<file path="config.mk">
export PLATFORM = sky130hd
export DESIGN_NAME = pt_burst_bridge
export DESIGN_NICKNAME = d
export VERILOG_FILES = /design/src/rtl/pt_pkg.sv /design/src/rtl/pt_region_dec.sv /design/src/rtl/pt_dbuf.sv /design/src/rtl/pt_ctrl.sv /design/src/rtl/pt_burst_bridge.sv
export SDC_FILE = /design/constraint.sdc
export NUM_CORES = 1
export LEC_CHECK = 0
export ABC_AREA = 0
export BUFFER_PORTS_ARGS = -buffer_cell sky130_fd_sc_hd__buf_2
export CAP_MARGIN = 10
export CORE_MARGIN = 10
export CORE_UTILIZATION = 57
export CTS_CLUSTER_SIZE = 14
export DETAILED_ROUTE_END_ITERATION = 12
export PLACE_DENSITY = 0.89
export SYNTH_ARGS = -nofsm -noshare
export SYNTH_HDL_FRONTEND = slang
export SYNTH_SLANG_ARGS = --single-unit
</file>
<file path="constraint.sdc">
create_clock -name clk -period 4 [get_ports clk]
set_input_delay 0.8 -clock clk [delete_from_list [all_inputs] [get_ports clk]]
set_output_delay 0.8 -clock clk [all_outputs]
set_load 0.02 [all_outputs]
</file>
<file path="src/rtl/pt_pkg.sv">
package pt_pkg;
  typedef enum logic [0:0] {
    PT_IDLE   = 1'b0,
    PT_ACTIVE = 1'b1
  } pt_state_e;
endpackage

</file>
<file path="src/rtl/pt_region_dec.sv">
module pt_region_dec #(
  parameter int AW   = 32,
  parameter int NREG = 4,
  parameter int RW   = 2,
  parameter logic [NREG*AW-1:0] BASE = '0,
  parameter logic [NREG*AW-1:0] MASK = '0
) (
  input  logic [AW-1:0] addr_i,
  output logic          hit_o,
  output logic [RW-1:0] idx_o
);
  logic [NREG-1:0] match;

  for (genvar r = 0; r < NREG; r++) begin : g_region
    localparam logic [AW-1:0] RB = BASE[r*AW +: AW];
    localparam logic [AW-1:0] RM = MASK[r*AW +: AW];
    assign match[r] = ((addr_i ^ RB) & RM) == '0;
  end

  // lowest index has priority: scan downward so it is written last
  always_comb begin
    hit_o = |match;
    idx_o = '0;
    for (int r = NREG - 1; r >= 0; r--) begin
      if (match[r]) idx_o = RW'(r);
    end
  end
endmodule

</file>
<file path="src/rtl/pt_dbuf.sv">
module pt_dbuf #(
  parameter int DW    = 32,
  parameter int DEPTH = 2,
  localparam int PW   = (DEPTH > 1) ? $clog2(DEPTH) : 1,
  localparam int CW   = $clog2(DEPTH + 1)
) (
  input  logic          clk_i,
  input  logic          rst_ni,
  input  logic          push_i,
  input  logic [DW-1:0] din_i,
  input  logic          pop_i,
  output logic [DW-1:0] head_o,
  output logic [CW-1:0] cnt_o,
  output logic          full_o
);
  logic [DW-1:0] mem_q [DEPTH];
  logic [PW-1:0] wptr_q, wptr_d, rptr_q, rptr_d;
  logic [CW-1:0] cnt_q, cnt_d;

  always_comb begin
    wptr_d = wptr_q;
    rptr_d = rptr_q;
    cnt_d  = cnt_q;
    if (push_i) wptr_d = (wptr_q == PW'(DEPTH - 1)) ? '0 : wptr_q + 1'b1;
    if (pop_i)  rptr_d = (rptr_q == PW'(DEPTH - 1)) ? '0 : rptr_q + 1'b1;
    case ({push_i, pop_i})
      2'b10:   cnt_d = cnt_q + 1'b1;
      2'b01:   cnt_d = cnt_q - 1'b1;
      default: cnt_d = cnt_q;
    endcase
  end

  always_ff @(posedge clk_i or negedge rst_ni) begin
    if (!rst_ni) begin
      wptr_q <= '0;
      rptr_q <= '0;
      cnt_q  <= '0;
    end else begin
      wptr_q <= wptr_d;
      rptr_q <= rptr_d;
      cnt_q  <= cnt_d;
    end
  end

  // data storage: enable only, no reset
  always_ff @(posedge clk_i) begin
    if (push_i) mem_q[wptr_q] <= din_i;
  end

  assign head_o = mem_q[rptr_q];
  assign cnt_o  = cnt_q;
  assign full_o = (cnt_q == CW'(DEPTH));

  assert_no_overflow_R7: assert property (@(posedge clk_i) disable iff (!rst_ni)
    push_i |-> !full_o);
  assert_no_underflow_R6: assert property (@(posedge clk_i) disable iff (!rst_ni)
    pop_i |-> (cnt_q != '0));
endmodule

</file>
<file path="src/rtl/pt_ctrl.sv">
module pt_ctrl
  import pt_pkg::*;
#(
  parameter int AW  = 32,
  parameter int RW  = 2,
  parameter int BEW = 4,
  parameter int CW  = 2
) (
  input  logic           clk_i,
  input  logic           rst_ni,
  input  logic           addr_vld_i,
  input  logic [AW-1:0]  addr_i,
  input  logic           wr_i,
  input  logic [BEW-1:0] be_n_i,
  input  logic           hit_i,
  input  logic [RW-1:0]  idx_i,
  input  logic           dat_vld_i,
  input  logic           dat_last_i,
  input  logic           rdy_n_i,
  input  logic [CW-1:0]  cnt_i,
  input  logic           full_i,
  output logic           active_o,
  output logic           dat_rdy_o,
  output logic           push_o,
  output logic           pop_o,
  output logic           attn_n_o,
  output logic           burst_n_o,
  output logic [AW-1:0]  addr_o,
  output logic [RW-1:0]  region_o,
  output logic           wr_o,
  output logic [BEW-1:0] be_n_o
);
  pt_state_e      st_q, st_d;
  logic           last_q, last_d;
  logic           burst_q, burst_d;
  logic [AW-1:0]  addr_q;
  logic [RW-1:0]  region_q;
  logic           wr_q;
  logic [BEW-1:0] be_n_q;

  logic          active, has_data, dat_rdy, push, pop, start, done;
  logic [CW-1:0] cnt_nx;

  always_comb begin
    active   = (st_q == PT_ACTIVE);
    has_data = (cnt_i != '0);
    dat_rdy  = active && !full_i && !last_q;
    push     = dat_rdy && dat_vld_i;
    pop      = active && has_data && !rdy_n_i;
    cnt_nx   = cnt_i + CW'(push) - CW'(pop);
    start    = !active && addr_vld_i && hit_i;
    done     = active && last_q && (cnt_nx == '0);

    st_d    = st_q;
    last_d  = last_q;
    burst_d = burst_q;
    if (start) begin
      st_d    = PT_ACTIVE;
      last_d  = 1'b0;
      burst_d = 1'b0;
    end else if (done) begin
      st_d    = PT_IDLE;
      last_d  = 1'b0;
      burst_d = 1'b0;
    end else if (push) begin
      last_d  = dat_last_i;
      burst_d = !dat_last_i;
    end
  end

  always_ff @(posedge clk_i or negedge rst_ni) begin
    if (!rst_ni) begin
      st_q    <= PT_IDLE;
      last_q  <= 1'b0;
      burst_q <= 1'b0;
    end else begin
      st_q    <= st_d;
      last_q  <= last_d;
      burst_q <= burst_d;
    end
  end

  always_ff @(posedge clk_i or negedge rst_ni) begin
    if (!rst_ni) begin
      addr_q   <= '0;
      region_q <= '0;
      wr_q     <= 1'b0;
      be_n_q   <= '1;
    end else if (start) begin
      addr_q   <= addr_i;
      region_q <= idx_i;
      wr_q     <= wr_i;
      be_n_q   <= be_n_i;
    end
  end

  assign active_o  = active;
  assign dat_rdy_o = dat_rdy;
  assign push_o    = push;
  assign pop_o     = pop;
  assign attn_n_o  = !(active && has_data);
  assign burst_n_o = !burst_q;
  assign addr_o    = addr_q;
  assign region_o  = region_q;
  assign wr_o      = wr_q;
  assign be_n_o    = be_n_q;

  assert_latch_on_hit_R1: assert property (@(posedge clk_i) disable iff (!rst_ni)
    (!active_o && addr_vld_i && hit_i) |=>
      (active_o && region_o == $past(idx_i) && addr_o == $past(addr_i)));
  assert_miss_stays_idle_R2: assert property (@(posedge clk_i) disable iff (!rst_ni)
    (!active_o && addr_vld_i && !hit_i) |=> !active_o);
  assert_status_steady_R4: assert property (@(posedge clk_i) disable iff (!rst_ni)
    (!attn_n_o && $past(!attn_n_o)) |->
      ($stable(region_o) && $stable(wr_o) && $stable(be_n_o)));
  assert_burst_idle_R8: assert property (@(posedge clk_i) disable iff (!rst_ni)
    !active_o |-> burst_n_o);
  assert_burst_drop_R8: assert property (@(posedge clk_i) disable iff (!rst_ni)
    (push_o && dat_last_i) |=> burst_n_o);
  assert_close_after_final_R9: assert property (@(posedge clk_i) disable iff (!rst_ni)
    (last_q && pop_o && cnt_i == CW'(1)) |=> (attn_n_o && !active_o));
endmodule

</file>
<file path="src/rtl/pt_burst_bridge.sv">
module pt_burst_bridge #(
  parameter int DW    = 32,
  parameter int AW    = 32,
  parameter int NREG  = 4,
  parameter int DEPTH = 2,
  parameter int LAW   = 6,
  parameter logic [LAW-1:0] DATA_OFS = 6'h2C,
  parameter logic [LAW-1:0] ADDR_OFS = 6'h1C,
  parameter logic [NREG*AW-1:0] REG_BASE = {32'h2000_0000, 32'h3000_0000,
                                            32'h2000_0000, 32'h1000_0000},
  parameter logic [NREG*AW-1:0] REG_MASK = {32'hF000_0000, 32'hFF00_0000,
                                            32'hFFFF_0000, 32'hFFFF_0000},
  localparam int BEW  = DW / 8,
  localparam int RW   = (NREG > 1) ? $clog2(NREG) : 1,
  localparam int CW   = $clog2(DEPTH + 1)
) (
  input  logic           clk,
  input  logic           rst_n,
  input  logic           hst_addr_vld,
  input  logic [AW-1:0]  hst_addr,
  input  logic           hst_wr,
  input  logic [BEW-1:0] hst_be_n,
  input  logic           hst_dat_vld,
  input  logic [DW-1:0]  hst_dat,
  input  logic           hst_dat_last,
  output logic           hst_dat_rdy,
  input  logic           ao_sel_n,
  input  logic           ao_rd_n,
  input  logic [LAW-1:0] ao_adr,
  input  logic           ao_rdy_n,
  output logic [DW-1:0]  ao_dout,
  output logic           pt_attn_n,
  output logic           pt_burst_n,
  output logic [RW-1:0]  pt_region,
  output logic           pt_wr,
  output logic [BEW-1:0] pt_be_n
);
  // asynchronous assert, synchronous release
  logic [1:0] rst_sync_q;
  logic       rst_int_n;

  always_ff @(posedge clk or negedge rst_n) begin
    if (!rst_n) rst_sync_q <= '0;
    else        rst_sync_q <= {rst_sync_q[0], 1'b1};
  end
  assign rst_int_n = rst_sync_q[1];

  logic          hit;
  logic [RW-1:0] hit_idx;
  logic          active, push, pop, full;
  logic [CW-1:0] cnt;
  logic [DW-1:0] head;
  logic [AW-1:0] addr_lat;

  pt_region_dec #(
    .AW(AW), .NREG(NREG), .RW(RW), .BASE(REG_BASE), .MASK(REG_MASK)
  ) u_dec (
    .addr_i (hst_addr),
    .hit_o  (hit),
    .idx_o  (hit_idx)
  );

  pt_ctrl #(
    .AW(AW), .RW(RW), .BEW(BEW), .CW(CW)
  ) u_ctrl (
    .clk_i      (clk),
    .rst_ni     (rst_int_n),
    .addr_vld_i (hst_addr_vld),
    .addr_i     (hst_addr),
    .wr_i       (hst_wr),
    .be_n_i     (hst_be_n),
    .hit_i      (hit),
    .idx_i      (hit_idx),
    .dat_vld_i  (hst_dat_vld),
    .dat_last_i (hst_dat_last),
    .rdy_n_i    (ao_rdy_n),
    .cnt_i      (cnt),
    .full_i     (full),
    .active_o   (active),
    .dat_rdy_o  (hst_dat_rdy),
    .push_o     (push),
    .pop_o      (pop),
    .attn_n_o   (pt_attn_n),
    .burst_n_o  (pt_burst_n),
    .addr_o     (addr_lat),
    .region_o   (pt_region),
    .wr_o       (pt_wr),
    .be_n_o     (pt_be_n)
  );

  pt_dbuf #(
    .DW(DW), .DEPTH(DEPTH)
  ) u_buf (
    .clk_i  (clk),
    .rst_ni (rst_int_n),
    .push_i (push),
    .din_i  (hst_dat),
    .pop_i  (pop),
    .head_o (head),
    .cnt_o  (cnt),
    .full_o (full)
  );

  // local register read port
  logic rd_en;
  always_comb begin
    rd_en   = !ao_sel_n && !ao_rd_n;
    ao_dout = '0;
    if (rd_en && ao_adr == DATA_OFS) begin
      ao_dout = (cnt != '0) ? head : '0;
    end else if (rd_en && ao_adr == ADDR_OFS) begin
      ao_dout = DW'(addr_lat);
    end
  end

  assert_hold_on_wait_R6: assert property (@(posedge clk) disable iff (!rst_int_n)
    (!pt_attn_n && ao_rdy_n) |=> (!pt_attn_n && $stable(head)));
  assert_backpressure_R7: assert property (@(posedge clk) disable iff (!rst_int_n)
    full |-> !hst_dat_rdy);
  assert_idle_no_data_R3: assert property (@(posedge clk) disable iff (!rst_int_n)
    !active |-> (pt_attn_n && !hst_dat_rdy));
endmodule

</file>
* Word level (Yosys, flattened, before mapping)
Memory sizes are Yosys's and may differ from the RTL's.
Cells that the tools add are included.
** Operators by class
- Add/subtract/negate cells :: 6
- Equality and inequality tests :: 5
- Muxes and demuxes :: 20
- Bitwise operators :: 3
- Reductions and logical operators :: 31
** Operators with widths (count)
- 32-bit logical NOT :: 4
- 32-bit 2-to-1 mux :: 3
- 1-bit logical AND :: 12
- 1-bit 2-to-1 mux :: 12
- 1-bit logical NOT :: 9
- 2-bit 2-to-1 mux :: 4
- 6-bit by 5-bit == test with 1-bit output (second input constant) :: 1
- 6-bit == test (second input constant) :: 1
- 2-bit nonzero test :: 3
- 2-bit == test (second input constant) :: 2
- 2-bit one-hot mux with 2 select lines :: 1
- 4-bit OR reduction :: 1
- 3-bit nonzero test :: 1
- 1-bit adder (second input constant) :: 2
- 2-bit by 1-bit adder with 2-bit output :: 1
- 2-bit by 1-bit adder with 2-bit output (second input constant) :: 1
- 2-bit by 1-bit == test with 1-bit output (second input constant) :: 1
- 2-bit logical NOT :: 1
- 1-bit inverter :: 2
- 2-bit inverter :: 1
- 2-bit by 1-bit subtractor with 2-bit output :: 1
- 2-bit by 1-bit subtractor with 2-bit output (second input constant) :: 1
** Word-level totals
- Register bits after elaboration :: 48
- Memory bits (writable) :: 64
- Input port bits :: 83
- Memories :: 1
** Memories
- u_buf.mem_q :: depth 2, width 32, read ports 1, clocked after Yosys merged registers in 0, write ports 1, line pt_dbuf.sv:16 : logic [DW-1:0] mem_q [DEPTH];

* Logic depth before layout (Yosys ltp)
- Word-level depth :: 11
- Depth in mapped cells :: 9
- Depth with buffers taken out :: 9

* Cells and area by module
A second synthesis with hierarchy kept.
** Unflattened totals
- Cell total of the unflattened synthesis :: 351
- Area total of the unflattened synthesis :: 5357.6 sq um
** By module, submodules not included
- pt_dbuf :: times used 1, cells each 115, area an instance 2642.5 sq um, seq. area each 2021.9 sq um
- pt_ctrl :: times used 1, cells each 105, area an instance 1865.5 sq um, seq. area each 1056.0 sq um
- pt_burst_bridge :: times used 1, cells each 119, area an instance 770.7 sq um, seq. area each 50.0 sq um
- pt_region_dec :: times used 1, cells each 12, area an instance 78.8 sq um, seq. area each 0.0 sq um

* Worst setup path after synthesis
OpenSTA, ideal clock, no wires.
- Kind :: input -> output
- From :: input port ao_sel_n
- To :: output port ao_dout[10]
- Arrival :: 2.172 ns
- Slack :: 1.028 ns
- Stages on the path :: 6
- Buffers on the path :: 2
- Cell sequence :: nor4_1 nand3_1 or4b_1 buf_2 buf_6 o2bb2ai_2
** On the way
- Cells in the longest elaborated chain, start to end :: 5
- Elaborated cells between the ends (all ways) :: 6
- Those cells by class :: mux (2); reduce/logical (4)
** Ends and longest elaborated chain
- from (decl) :: line pt_burst_bridge.sv:27 : input logic ao_sel_n,
- 1-bit logical NOT * :: line pt_burst_bridge.sv:107 : rd_en = !ao_sel_n && !ao_rd_n;
- 1-bit logical AND * :: line pt_burst_bridge.sv:107
- 1-bit logical AND :: line pt_burst_bridge.sv:111 : end else if (rd_en && ao_adr == ADDR_OFS) begin
- 32-bit 2-to-1 mux :: line pt_burst_bridge.sv:111
- 32-bit 2-to-1 mux * :: line pt_burst_bridge.sv:109 : if (rd_en && ao_adr == DATA_OFS) begin
- to (decl) :: line pt_burst_bridge.sv:31 : output logic [DW-1:0] ao_dout,
Every way passes the cells marked *; elsewhere a longest branch is shown, timed or not.

* Final worst setup path
- From :: input port ao_sel_n
- To :: output port ao_dout[29]
The elaborated chain is that of the path after synthesis.

==> run_results.csv <==
group,metric,value,unit
placed_design,pre_cts_ws,0.613,ns
floorplanning,rows,33,
cells_and_area,syn2layout_area_growth,19.2,%
clock_network,cts.hold.buffers_added,0,
cells_and_area,final_nets,501,
min_path,hp-class,"input port to asynchronous set/reset pin",
clock_network,clock_latency,0.36,ns
cells_and_area,most-common-layout-cells,"124 x buf_2, 64 x edfxtp_1, 42 x dfrtp_1, 32 x mux2i_1, 30 x o2bb2ai_2",
clock_network,cts-root-buf,"clkbuf_8",
cells_and_area,stdcell_area,0.00573,mm2
routing,wl_per_cell,20.5,um
power_and_ir_drop,combPwrFrac,19.5,%
routing,via_per_inst,5.60,
sta,rsz0062_at_grt,"no",
grt,grt_overflow,0,
sta,relSlewSlack,29.3,%
grt,grt_pass1_vias,3349,
synth,yosys_warnings,0,
power_and_ir_drop,sequentialPowerShare,56.3,%
worst_setup_path,crit_fanout,14,
sta,min_period,3.40,ns
worst_setup_path,cp.arrival,2.60,ns
power_and_ir_drop,p_switching,0.864,mW
cells_and_area,layout.cells.non_filler,526,
cells_and_area,final_common_cell,"buf_2",
power_and_ir_drop,pwr-share-clk,24.2,%
routing,drt_iter0_markers,131,
clock_network,cts_num_sinks,112,
power_and_ir_drop,switching_share,28.6,%
sta,slew_violations,0,
grt,grt_usage,17.1,%
routing,ant_nets,0,
status,status,"finished clean",
worst_setup_path,path_common_cell,"buf_2",
worst_setup_path,crit_chain,"buf_2 > nor4_1 > nand3_1 > or4b_2 > buf_4 > o2bb2ai_2 > buf_2",
grt,grt_antenna_before_repair,1,
sta,post-route-period-util,84.9,%
sta,finalSetupViolations,0,
sta,fmax,0.295,GHz
run,cap_violations,0,
worst_setup_path,slowest_stage,"or4b_2",
sta,fin_worst_skew,0.0111,ns
placed_design,post_dp_cell_area,0.00551,mm2
power_and_ir_drop,peakVddDrop,392,uV
synth,yosysSeqAreaShare,65.0,%
placed_design,dpl.cell_count,509,
grt,grt_first_pass_wirelength,17300,um
floorplanning,die_w,112,um
sta,hold_viol_final,0,
clock_network,cts_tree,"built",
clock_network,clk_pin_slew,0.10,ns
sta,worst_slew_pin_slew,1.06,ns
floorplanning,pin_count,125,
synth,async_flop_share,42.9,%
cells_and_area,drive_above_1_share,51.0,%
grt,grt_start_max_net_pins,47,
floorplanning,initial_utilization,58.5,%
synth,ys.flop_type,"edfxtp_1",
power_and_ir_drop,p_per_area,527,mW/mm2
floorplanning,die_h,112,um
cells_and_area,fin_util,69.8,%
worst_setup_path,cp.required,3.20,ns
floorplanning,dieArea,0.0125,mm2
worst_setup_path,crit_path_end_kind,"output port",
synth,synth.distinct_cells,38,
placed_design,hpwl,7780,um
placed_design,place_congestion,0.825,
placed_design,io_buffers,124,
routing,totalWireLength,10800,um
synth,syn_area,0.00481,mm2
synth,synthCells,290,
synth,syn_area_per_cell,16.6,um2
sta,setup_tns,0,ns
worst_setup_path,critPathBufInv,3,
cells_and_area,fill_cells,581,
routing,vias,2947,
floorplanning,coreArea,0.00822,mm2
worst_setup_path,path_delay_family,"simple AND/OR/NAND/NOR gates",
worst_setup_path,cp-start-kind,"input port",
clock_network,htree_levels,3,
power_and_ir_drop,p_int,2.16,mW
power_and_ir_drop,leakagePower,2.45,nW
clock_network,cts_setup_buffers,0,
worst_setup_path,crit_type,"input port to output port",
synth,ys_ff_latch,112,
worst_setup_path,slowest_delay,0.64,ns
clock_network,cts_made_buffers,9,
clock_network,clockBufferDepth,2,
routing,drt_first_pass_iters,4,
synth,syn-num-nets,376,
sta,fin_ws,0.605,ns
clock_network,cts_resized,0,
routing,remaining_drc_errors,0,
synth,synth_edf_count,64,
## worst paths after layout
kind | from | depth (start not counted) | end | slack [ns]
setup / recovery | ao_sel_n | 7 | ao_dout[29] | 0.60
hold / removal | rst_n | 1 | rst_sync_q[1]$_DFF_PN0_ | 0.21
setup reg to reg | u_buf.cnt_o[0]$_DFFE_PN0N_ | 9 | u_ctrl.last_q$_DFFE_PN0P_ | 1.72
hold reg to reg | rst_sync_q[0]$_DFF_PN0_ | 0 | rst_sync_q[1]$_DFF_PN0_ | 0.36
max in group asynchronous | rst_sync_q[1]$_DFF_PN0_ | 0 | u_buf.rptr_q$_DFFE_PN0P_ | 2.80
min in group clk | rst_sync_q[0]$_DFF_PN0_ | 0 | rst_sync_q[1]$_DFF_PN0_ | 0.36
## routing by layer
metal	vias up	wire, um	global-route usage, %	share of wire, %
met5	-	0	0	0
met4	0	155	7.37	1.4
met1	1483	4300	18.8	40
met3	11	469	3.70	4.3
met2	83	5870	31.1	54
li1	1370	-	-	-
## cell usage after synthesis, drive strengths merged, types with 6 or more instances
| master | count | share of area [%] |
|---|---|---|
| buf | 12 | 2.0 |
| inv | 6 | 0.47 |
| nor2 | 7 | 0.55 |
| o21ai | 8 | 0.83 |
| o2bb2ai | 32 | 9.7 |
| mux2 | 26 | 6.1 |
| a22o | 8 | 1.5 |
| nand2 | 6 | 0.47 |
| mux2i | 32 | 6.7 |
| dfrtp | 44 | 23 |
| edfxtp | 64 | 40 |
## layout make-up
class                      count  area, um2  area share [%]
tap                          105        131            2.29
inverter                       6       22.5           0.393
multi-input combinational    157       1570            27.3
antenna                        1       2.50          0.0436
clock inverter                 4       76.3            1.33
sequential                   112       3130            54.6
timing repair buffer         129        658            11.5
clock buffer                  12        145            2.53
## metrics by stage
| stage | hold WS [ns] | power, mW |
|---|---|---|
| final | 0.206 | 3.02 |
| after global routing | 0.187 | 3.18 |
| after CTS | 0.189 | 3.05 |
| after detailed placement | 0.336 | 2.32 |
| after global placement | 0.337 | 2.29 |
| after floorplan | 0.331 | 2.11 |
## cell families (layout without fill, tap and decap cells)
logic type / Yosys count / count (layout) / synth area share [%]
AOI/OAI and AO/OA: 58 / 58 / 13.5
buffers and inverters: 21 / 151 / 2.71
DFF: 112 / 112 / 65.0
adders and majority gates: 3 / 3 / 0.781
xor gates and xnor gates: 6 / 6 / 1.38
other: 1 / 2 / 0.0780
muxes: 58 / 58 / 12.7
and+or+nand+nor: 31 / 31 / 3.80
## power by group through the flow
stage	clock network [mW]	registers (mW)	logic, mW
finish	0.733	1.70	0.588
global route	0.796	1.74	0.640
CTS	0.747	1.71	0.595
detailed placement	0	1.73	0.592
global placement	0	1.72	0.570
floorplan	0	1.63	0.484
## state kept, by name, indices dropped and copies added (netlist names)
signal	count
u_ctrl.addr_o	32
u_buf.mem_q	64
rst_sync_q	2
u_ctrl.last_q	1
u_ctrl.be_n_o	4
u_ctrl.burst_q	1
u_buf.rptr_q	1
u_ctrl.active_o	1
u_ctrl.wr_o	1
u_buf.wptr_q	1
u_buf.cnt_o	2
u_ctrl.region_o	2
Power figures use the tool's default switching activity.
